<file path="src/rtl/irq_pkg.sv">
package irq_pkg;
  localparam int ADDR_W = 3;

  typedef enum logic [ADDR_W-1:0] {
    SEL_STAT  = 3'd0,
    SEL_EN    = 3'd1,
    SEL_ROUTE = 3'd2,
    SEL_POL   = 3'd3,
    SEL_TRIG  = 3'd4,
    SEL_MASK  = 3'd5,
    SEL_VEC   = 3'd6,
    SEL_NONE  = 3'd7
  } regSel_e;

  typedef struct packed {
    logic clrStat;
    logic ldEn;
    logic ldRoute;
    logic ldPol;
    logic ldTrig;
  } ctlStrobe_t;
endpackage

</file>
<file path="src/rtl/irq_ctrl.sv">
module irq_ctrl
  import irq_pkg::*;
(
  input  logic              wrEn,
  input  logic [ADDR_W-1:0] addr,
  output ctlStrobe_t        strb,
  output regSel_e           rdSel
);
  always_comb begin
    rdSel = regSel_e'(addr);
    strb  = '0;
    if (wrEn) begin
      unique case (rdSel)
        SEL_STAT:  strb.clrStat = 1'b1;
        SEL_EN:    strb.ldEn    = 1'b1;
        SEL_ROUTE: strb.ldRoute = 1'b1;
        SEL_POL:   strb.ldPol   = 1'b1;
        SEL_TRIG:  strb.ldTrig  = 1'b1;
        default:   strb         = '0;
      endcase
    end
  end
endmodule

</file>
<file path="src/rtl/irq_datapath.sv">
module irq_datapath
  import irq_pkg::*;
#(
  parameter int NSRC = 32
) (
  input  logic            clk,
  input  logic            rstN,
  input  ctlStrobe_t      strb,
  input  regSel_e         rdSel,
  input  logic [NSRC-1:0] wrData,
  input  logic [NSRC-1:0] srcIn,
  output logic [NSRC-1:0] rdData,
  output logic            intOut,
  output logic            critOut,
  output logic [NSRC-1:0] statusQ,
  output logic [NSRC-1:0] enableQ
);
  logic [NSRC-1:0] syncA, syncB, prevAct;
  logic [NSRC-1:0] routeQ, polQ, trigQ;
  logic [NSRC-1:0] activeLvl, setEdge, setLevel, statusNext;
  logic [NSRC-1:0] masked, clrMask, vecVal;

  assign clrMask = strb.clrStat ? wrData : '0;
  assign masked  = statusQ & enableQ;

  for (genvar b = 0; b < NSRC; b++) begin : g_src
    assign activeLvl[b]  = polQ[b] ? syncB[b] : ~syncB[b];
    assign setEdge[b]    = trigQ[b] & activeLvl[b] & ~prevAct[b];
    assign setLevel[b]   = ~trigQ[b] & activeLvl[b];
    assign statusNext[b] = (statusQ[b] & ~clrMask[b]) | setEdge[b]
                         | (setLevel[b] & ~clrMask[b]);
  end

  always_ff @(posedge clk or negedge rstN) begin
    if (!rstN) begin
      syncA   <= '0;
      syncB   <= '0;
      prevAct <= '0;
      statusQ <= '0;
      enableQ <= '0;
      routeQ  <= '1;
      polQ    <= '1;
      trigQ   <= '0;
      intOut  <= 1'b0;
      critOut <= 1'b0;
    end else begin
      syncA   <= srcIn;
      syncB   <= syncA;
      prevAct <= activeLvl;
      statusQ <= statusNext;
      if (strb.ldEn)    enableQ <= wrData;
      if (strb.ldRoute) routeQ  <= wrData;
      if (strb.ldPol)   polQ    <= wrData;
      if (strb.ldTrig)  trigQ   <= wrData;
      intOut  <= |(masked & routeQ);
      critOut <= |(masked & ~routeQ);
    end
  end

  // highest bit index wins: that is the lowest-numbered line
  always_comb begin
    vecVal = '1;
    for (int i = 0; i < NSRC; i++)
      if (masked[i]) vecVal = NSRC'(NSRC - 1 - i);
  end

  always_comb begin
    unique case (rdSel)
      SEL_STAT:  rdData = statusQ;
      SEL_EN:    rdData = enableQ;
      SEL_ROUTE: rdData = routeQ;
      SEL_POL:   rdData = polQ;
      SEL_TRIG:  rdData = trigQ;
      SEL_MASK:  rdData = masked;
      SEL_VEC:   rdData = vecVal;
      default:   rdData = '0;
    endcase
  end
endmodule

</file>
<file path="src/rtl/irq_hub.sv">
module irq_hub
  import irq_pkg::*;
#(
  parameter int NSRC = 32
) (
  input  logic            clk,
  input  logic            rstN,
  input  logic            wrEn,
  input  logic [2:0]      addr,
  input  logic [NSRC-1:0] wrData,
  output logic [NSRC-1:0] rdData,
  input  logic [NSRC-1:0] srcIn,
  output logic            intOut,
  output logic            critOut
);
  ctlStrobe_t      strb;
  regSel_e         rdSel;
  logic [NSRC-1:0] statusQ, enableQ;

  irq_ctrl uCtrl (
    .wrEn  (wrEn),
    .addr  (addr),
    .strb  (strb),
    .rdSel (rdSel)
  );

  irq_datapath #(.NSRC(NSRC)) uDp (
    .clk     (clk),
    .rstN    (rstN),
    .strb    (strb),
    .rdSel   (rdSel),
    .wrData  (wrData),
    .srcIn   (srcIn),
    .rdData  (rdData),
    .intOut  (intOut),
    .critOut (critOut),
    .statusQ (statusQ),
    .enableQ (enableQ)
  );
endmodule

</file>
<file path="config.mk">
export PLATFORM = sky130hd
export DESIGN_NAME = irq_hub
export DESIGN_NICKNAME = d
export VERILOG_FILES = /design/src/rtl/irq_pkg.sv /design/src/rtl/irq_ctrl.sv /design/src/rtl/irq_datapath.sv /design/src/rtl/irq_hub.sv
export SDC_FILE = /design/constraint.sdc
export NUM_CORES = 1
export LEC_CHECK = 0
export ABC_AREA = 0
export BUFFER_PORTS_ARGS = -buffer_cell sky130_fd_sc_hd__buf_2
export CORE_ASPECT_RATIO = 1.25
export CORE_MARGIN = 10
export CORE_UTILIZATION = 52
export DETAILED_ROUTE_END_ITERATION = 6
export PLACE_DENSITY = 0.71
export SYNTH_ARGS = -nofsm -noshare
export SYNTH_HDL_FRONTEND = slang
export SYNTH_SLANG_ARGS = --single-unit
</file>
<file path="constraint.sdc">
create_clock -name clk -period 2.5 [get_ports clk]
set_clock_uncertainty 0.05 [all_clocks]
set_input_delay 0.375 -clock clk [delete_from_list [all_inputs] [get_ports clk]]
set_output_delay 0.375 -clock clk [all_outputs]
set_load 0.005 [all_outputs]
</file>
==> results of run 1 <==
==> worst register-to-register path, cell delays in order (launching register included) <==
cell and delay (ps):
dfrtp_1 380, nand2_1 150, buf_4 160, o22ai_1 90
or4_1 520, nor4_1 200, nand3_1 200
==> routing by layer <==
layer / part of all wire, % / up-vias / global-route usage (%)
met3: 7.5 / 81 / 4.44
li1: - / 4186 / -
met2: 48 / 364 / 37.7
met1: 40 / 4682 / 29.6
met4: 3.9 / 0 / 9.28
met5: 0 / - / 0
==> cells by family after synthesis <==
group	after synthesis
mux	129
simple gates	237
xor+xnor	32
flops	258
compound gates	275
buf+inv	117
==> repair_timing <==
item,in CTS,in global routing
hold buffers,33,0
buffers inserted,8,2
endpoints found under the hold margin,68,0
gates resized for setup,17,10
setup endpoints to repair,32,32
pin swaps,9,11
==> state kept, by name, summed over array words and instances, names as in the netlist <==
name         flops
uDp.enableQ     32
uDp.polQ        32
uDp.prevAct     32
uDp.routeQ      32
uDp.statusQ     32
uDp.syncA       32
uDp.syncB       32
uDp.trigQ       32
uDp.critOut      1
uDp.intOut       1
==> stage by stage <==
step	TNS, ps	hold WS [ps]	std cells	instance area, um2
after global routing	-14600	82.8	1555	14600
after detailed placement	-205	286	1468	13200
after global placement	0	282	1468	13200
after floorplan	0	29.4	1048	11700
after CTS	-12270	44.4	1556	14600
final	-11920	48.4	1555	14600
==> synthesized netlist by cell type (2+ instances only) <==
library cell	count	share of area, %
buf_1	10	0.32
nor3_1	2	0.086
a31o_2	34	2.5
a21boi_0	2	0.13
o221ai_1	10	0.75
nand4_1	13	0.70
xnor2_1	32	2.4
o211ai_2	3	0.32
mux2i_1	26	2.2
or3_1	2	0.11
and3_1	4	0.21
nor2_1	17	0.55
dfstp_2	64	14
clkbuf_1	29	0.93
inv_1	66	2.1
a22o_1	3	0.22
mux2_1	23	2.2
o221ai_2	5	0.64
nand2_1	108	3.5
a211oi_1	2	0.13
o22ai_1	15	0.80
o21ai_1	2	0.086
o21ai_0	62	2.7
nand2b_1	27	1.4
and2_1	2	0.11
nand3_1	48	2.1
a22oi_2	3	0.32
a22oi_1	13	0.83
dfrtp_1	194	42
buf_6	2	0.19
a21oi_1	82	3.5
nor2b_1	4	0.21
a32oi_1	26	1.9
mux2_2	79	7.6
a32o_1	3	0.26
o211ai_1	2	0.13
buf_2	9	0.39
nor4_1	5	0.27
==> report_power, final <==
part,internal (mW),total (mW),switching [mW]
Sequential,5.05,5.66,0.603
Clock,2.55,4.19,1.64
Combinational,1.30,2.73,1.44
Total,8.90,12.6,3.68
==> cell type report <==
class	count	area share, %
clock inverter	11	1.08
clock buffer	36	5.28
inverter	66	1.70
multi-input combinational	673	32.9
timing repair buffer	228	11.8
sequential	258	44.8
tap	283	2.43
==> worst max-delay path by stage <==
stage | endpoint | depth (start not counted) | slack, ps
2_1_floorplan | rdData[8] | 7 | 290
3_3_place_gp | rdData[21] | 7 | 10
3_5_place_dp | rdData[21] | 7 | -40
4_1_cts | rdData[13] | 7 | -490
5_1_grt | rdData[16] | 7 | -570
6_report | rdData[13] | 7 | -470
==> results.json, run 1 <==
{
  "max_slew.worst_pin.slew_ps": 490,
  "fillerInstances": 1741,
  "tritoncts_num_sinks": 258,
  "post_route_cells_drive_above_1_share_pct": 35.4,
  "mappedNetlistArea_um2": 11700,
  "cell_with_the_largest_stage_delay_on_the_worst_path": "or3_1",
  "tritoncts.num_buffers": 26,
  "critPathCaptureType": "primary output",
  "longest_clk_path_bufs": 3,
  "cellPowerDensity_nw_per_um2": 863,
  "holdCritStartpoint": "wrData[25]",
  "clkTransAtPathRegs_ps": 70,
  "initial_core_util_pct": 52.6,
  "worstSetupStartpointType": "flop",
  "reg2reg_from": "uDp.statusQ[17]$_DFF_PN0_",
  "finalWorstSetupSlack_ps": -472,
  "synth_cell_types": 53,
  "worst_hold_path.num_cells": 3,
  "post_synthesis_net_count": 1118,
  "required_ps": 2080,
  "crit_fanout": 20,
  "largest_net_degree_at_the_start_of_global_routing": 70,
  "number_of_vias_after_detailed_routing": 9313,
  "timing.critical_path.max_delay_family": "simple AND/OR/NAND/NOR gates",
  "globalplace.congestion": 0.949,
  "syn-mean-instance-area_um2": 11.2,
  "wirelength_um": 34100,
  "seq_area_frac_synth_pct": 55.9,
  "gr-total-overflow": 0,
  "cts_tree": "yes",
  "synthToLayoutAreaGrowth_pct": 24.7,
  "yosys.area_share.simple_pct": 9.58,
  "critical_path_arrival_ps": 2550,
  "synth-xor-area-share_pct": 2.40,
  "synth_compound_gate_area_share_pct": 15.9,
  "clk-insertion-delay-late_ps": 530,
  "fp-row-count": 61,
  "most-common-layout-cells": "193 x dfrtp_1, 106 x nand2_1, 101 x buf_2",
  "synth-seq-cells": 258,
  "leakagePower_nw": 6.34,
  "drc": 0,
  "fp.dieArea_um2": 28900,
  "synthArstFlopShare_pct": 100,
  "postRouteAntennaNets": 0,
  "yosys-mux-area-fraction_pct": 12.2,
  "critical_path.n_buffers_inverters": 2,
  "fin_nets": 1323,
  "timing.final.crit_period_ps": 2970,
  "antenna_violations_before_repair": 0,
  "antenna-diode-count": 0,
  "ir_worst_vdd_uv": 661,
  "status": "complete, but fails checks",
  "crit-reg2reg-capture": "uDp.critOut$_DFF_PN0_",
  "h_tree_lvl_count": 1,
  "synth_adder_area_share_pct": 0,
  "ff2ff_setup_slack_ps": 590,
  "floorplan.die.height_um": 188,
  "reg2regPathDepth": 6,
  "fp.dieW_um": 154,
  "boundaryPins": 104,
  "report.final.setup_viol": 31,
  "fin_util_pct": 65.7,
  "critical_path_class": "reg2out",
  "cts_root_buf": "clkbuf_16",
  "synth_ff_type": "dfrtp_1",
  "layout_commonest_cell": "dfrtp_1",
  "drt_iter0_markers": 624,
  "violations": "negative setup slack",
  "grtUsageTotal_pct": 23.1,
  "period_share_pct": 119,
  "seq_area_um2": 6540,
  "wl_per_cell_um": 21.9,
  "first_global_vias": 9792,
  "min_to": "uDp.trigQ[25]$_DFFE_PN0P_",
  "port_buffers": 103,
  "worst_setup_path_startpoint": "uDp.statusQ[14]$_DFF_PN0_",
  "dp_hpwl_um": 24000,
  "worstHoldPathType": "in2reg",
  "finalMaxSlewViolations": 0,
  "dp_worst_setup_slack_ps": -38.4,
  "hold_violations": 0,
  "main_combinational_cell_family_by_area_after_synthesis": "compound AO/OA/AOI/OAI gates",
  "synth_edf_count": 0,
  "postSynthCellCount": 1048,
  "slew-limit-headroom_pct": 67.4,
  "yosysWarningCount": 0,
  "viasPerCell": 5.99,
  "coreArea_um2": 22200,
  "cpPeakStageDelay_ps": 410,
  "detail_route.first_pass.iterations": 5,
  "crit_path_cell_trace": "a22oi_2, nand4_1, or3_1, or3_4, buf_12, o221ai_1, buf_2",
  "first_pass_grt_wire_length_um": 54400,
  "multi_input_area_um2": 4790,
  "overall_power_consumption_mw": 12.6,
  "drv.max_cap_violation_count": 0,
  "grt_setup_unrepaired": "true",
  "max_freq_mhz": 336
}
Note: power is estimated with default switching activity, not from simulation.
==> run 2, diff against run 1 <==
--- a/config.mk
+++ b/config.mk
@@ -7,11 +7,13 @@
 export LEC_CHECK = 0
 export ABC_AREA = 0
 export BUFFER_PORTS_ARGS = -buffer_cell sky130_fd_sc_hd__buf_2
+export CAP_MARGIN = 20
 export CORE_ASPECT_RATIO = 1.25
 export CORE_MARGIN = 10
 export CORE_UTILIZATION = 52
 export DETAILED_ROUTE_END_ITERATION = 6
-export PLACE_DENSITY = 0.71
+export PLACE_DENSITY = 0.73
+export SKIP_CTS_REPAIR_TIMING = 1
 export SYNTH_ARGS = -nofsm -noshare
 export SYNTH_HDL_FRONTEND = slang
 export SYNTH_SLANG_ARGS = --single-unit
==> run 2 against run 1 <==
Cell area fell by 1.3%. Via count fell by 0.98%. The flow still finishes with violations (negative setup slack). Sequential cell count did not move. Highest routed layer unchanged. Clock-buffer cell count rose by 6.
==> results.json, run 2 (same netlist as run 1, synthesis figures left out) <==
{
  "status": "complete, but fails checks",
  "violations": "negative setup slack",
  "critical_path_arrival_ps": 2460,
  "reg2regPathDepth": 6,
  "timing.setup.tns_ps": -9220,
  "grtUsageTotal_pct": 22.2,
  "worst_hold_path.num_cells": 3,
  "timing.hold.ws_ps": 72.1,
  "ff2ff_setup_slack_ps": 680,
  "fp.dieArea_um2": 28900,
  "drv.max_cap_violation_count": 0,
  "power_switching_mw": 3.58,
  "clk-insertion-delay-late_ps": 530,
  "globalplace.congestion": 0.976,
  "cts_root_buf": "clkbuf_16",
  "pwr-share-seq_pct": 46.9,
  "wirelength_um": 33500,
  "drc": 0,
  "grt_setup_unrepaired": "true",
  "power.switching_fraction_pct": 29.6,
  "critical_path_class": "reg2out",
  "viasPerCell": 5.93,
  "postRouteAntennaNets": 0,
  "fp-row-count": 61,
  "fillerInstances": 1701,
  "final_cell_count_no_fill": 1554,
  "cts_tree": "yes",
  "combPwrFrac_pct": 22.3,
  "worst_setup_path_startpoint": "uDp.enableQ[14]$_DFFE_PN0P_",
  "leakagePower_nw": 6.25,
  "critPathCaptureType": "primary output",
  "dp_hpwl_um": 23800,
  "floorplan.die.height_um": 188,
  "drt_iter0_markers": 776,
  "most-common-layout-cells": "192 x dfrtp_1, 103 x nand2_1, 101 x buf_2",
  "largest_net_degree_at_the_start_of_global_routing": 69,
  "clkTransAtPathRegs_ps": 60,
  "required_ps": 2080,
  "finalMaxSlewViolations": 0,
  "placed_instances": 1471,
  "crit_fanout": 11,
  "gr-total-overflow": 0,
  "h_tree_lvl_count": 1,
  "min_to": "uDp.trigQ[1]$_DFFE_PN0P_",
  "initial_core_util_pct": 52.6,
  "number_of_vias_after_detailed_routing": 9222,
  "post_route_cells_drive_above_1_share_pct": 35.1,
  "timing.final.crit_period_ps": 2880,
  "coreArea_um2": 22200,
  "tritoncts.num_buffers": 25,
  "max_slew.worst_pin.slew_ps": 436,
  "port_buffers": 103,
  "reg2reg_from": "uDp.statusQ[13]$_DFF_PN0_",
  "antenna_violations_before_repair": 2,
  "layout_commonest_cell": "dfrtp_1",
  "worstSetupStartpointType": "flop",
  "worstHoldPathType": "in2reg",
  "tritoncts_num_sinks": 258,
  "holdCritStartpoint": "wrData[1]",
  "synthToLayoutAreaGrowth_pct": 23.1,
  "report.final.setup_viol": 30,
  "boundaryPins": 104,
  "longest_clk_path_bufs": 3,
  "hold_violations": 0,
  "detail_route.first_pass.iterations": 5,
  "fin_nets": 1321,
  "ir_worst_vdd_uv": 746,
  "crit-reg2reg-capture": "uDp.critOut$_DFF_PN0_",
  "p_clk_share_pct": 30.8,
  "finalWorstSetupSlack_ps": -382,
  "slew-limit-headroom_pct": 70.7,
  "wl_per_cell_um": 21.6,
  "first_global_vias": 9452,
  "first_pass_grt_wire_length_um": 52300,
  "internal_power_mw": 8.49,
  "period_share_pct": 115,
  "max_freq_mhz": 347,
  "fp.dieW_um": 154,
  "cellPowerDensity_nw_per_um2": 838
}
run 2: worst max-delay path, cell delays in order (launching register included):
cell      delay, ps
dfrtp_1         380
a22oi_2         230
nand4_1         190
or3_1           340
or3_4           360
buf_6           190
o221ai_1         80
buf_2           140
run 2: layout make-up:
type,count,area [um2],share of cell area (%)
antenna,2,5.00,0.0348
clock buffer,42,800,5.56
clock inverter,3,17.5,0.122
inverter,66,248,1.72
multi-input combinational,673,4760,33.1
sequential,258,6540,45.4
tap,283,354,2.46
timing repair buffer,227,1660,11.6
run 2: power groups by stage:
| stage | sequential [mW] | combinational [mW] | clock, mW |
|---|---|---|---|
| after global placement | 5.67 | 2.50 | 0 |
| after CTS | 5.63 | 2.58 | 3.77 |
| final | 5.66 | 2.69 | 3.72 |
| after floorplan | 5.54 | 1.52 | 0 |
| after detailed placement | 5.70 | 2.56 | 0 |
| after global routing | 5.73 | 2.94 | 3.96 |
run 2: layer usage:
layer,GRT usage (%),part of all wire [%]
met1,29.1,41
met2,35.9,48
met3,4.01,6.7
met4,8.33,3.6
met5,0,0
run 2: worst max path at each step:
| stage | slack, ps | endpoint | cells after the start |
|---|---|---|---|
| 6_report | -380 | rdData[5] | 7 |
| 5_1_grt | -490 | rdData[5] | 7 |
| 4_1_cts | -490 | rdData[21] | 7 |
| 3_5_place_dp | 60 | rdData[4] | 8 |
| 3_3_place_gp | 30 | rdData[4] | 8 |
| 2_1_floorplan | 290 | rdData[8] | 7 |
run 2: metrics by stage:
step	area (um2)	setup WS, ps	total power, mW	util [%]
global placement	13100	25.8	8.17	59.0
floorplan	11700	285	7.06	-
CTS	13900	-487	12.0	62.7
detailed placement	13100	60.6	8.26	59.0
global route	14400	-487	12.6	64.8
finish	14400	-382	12.1	64.8
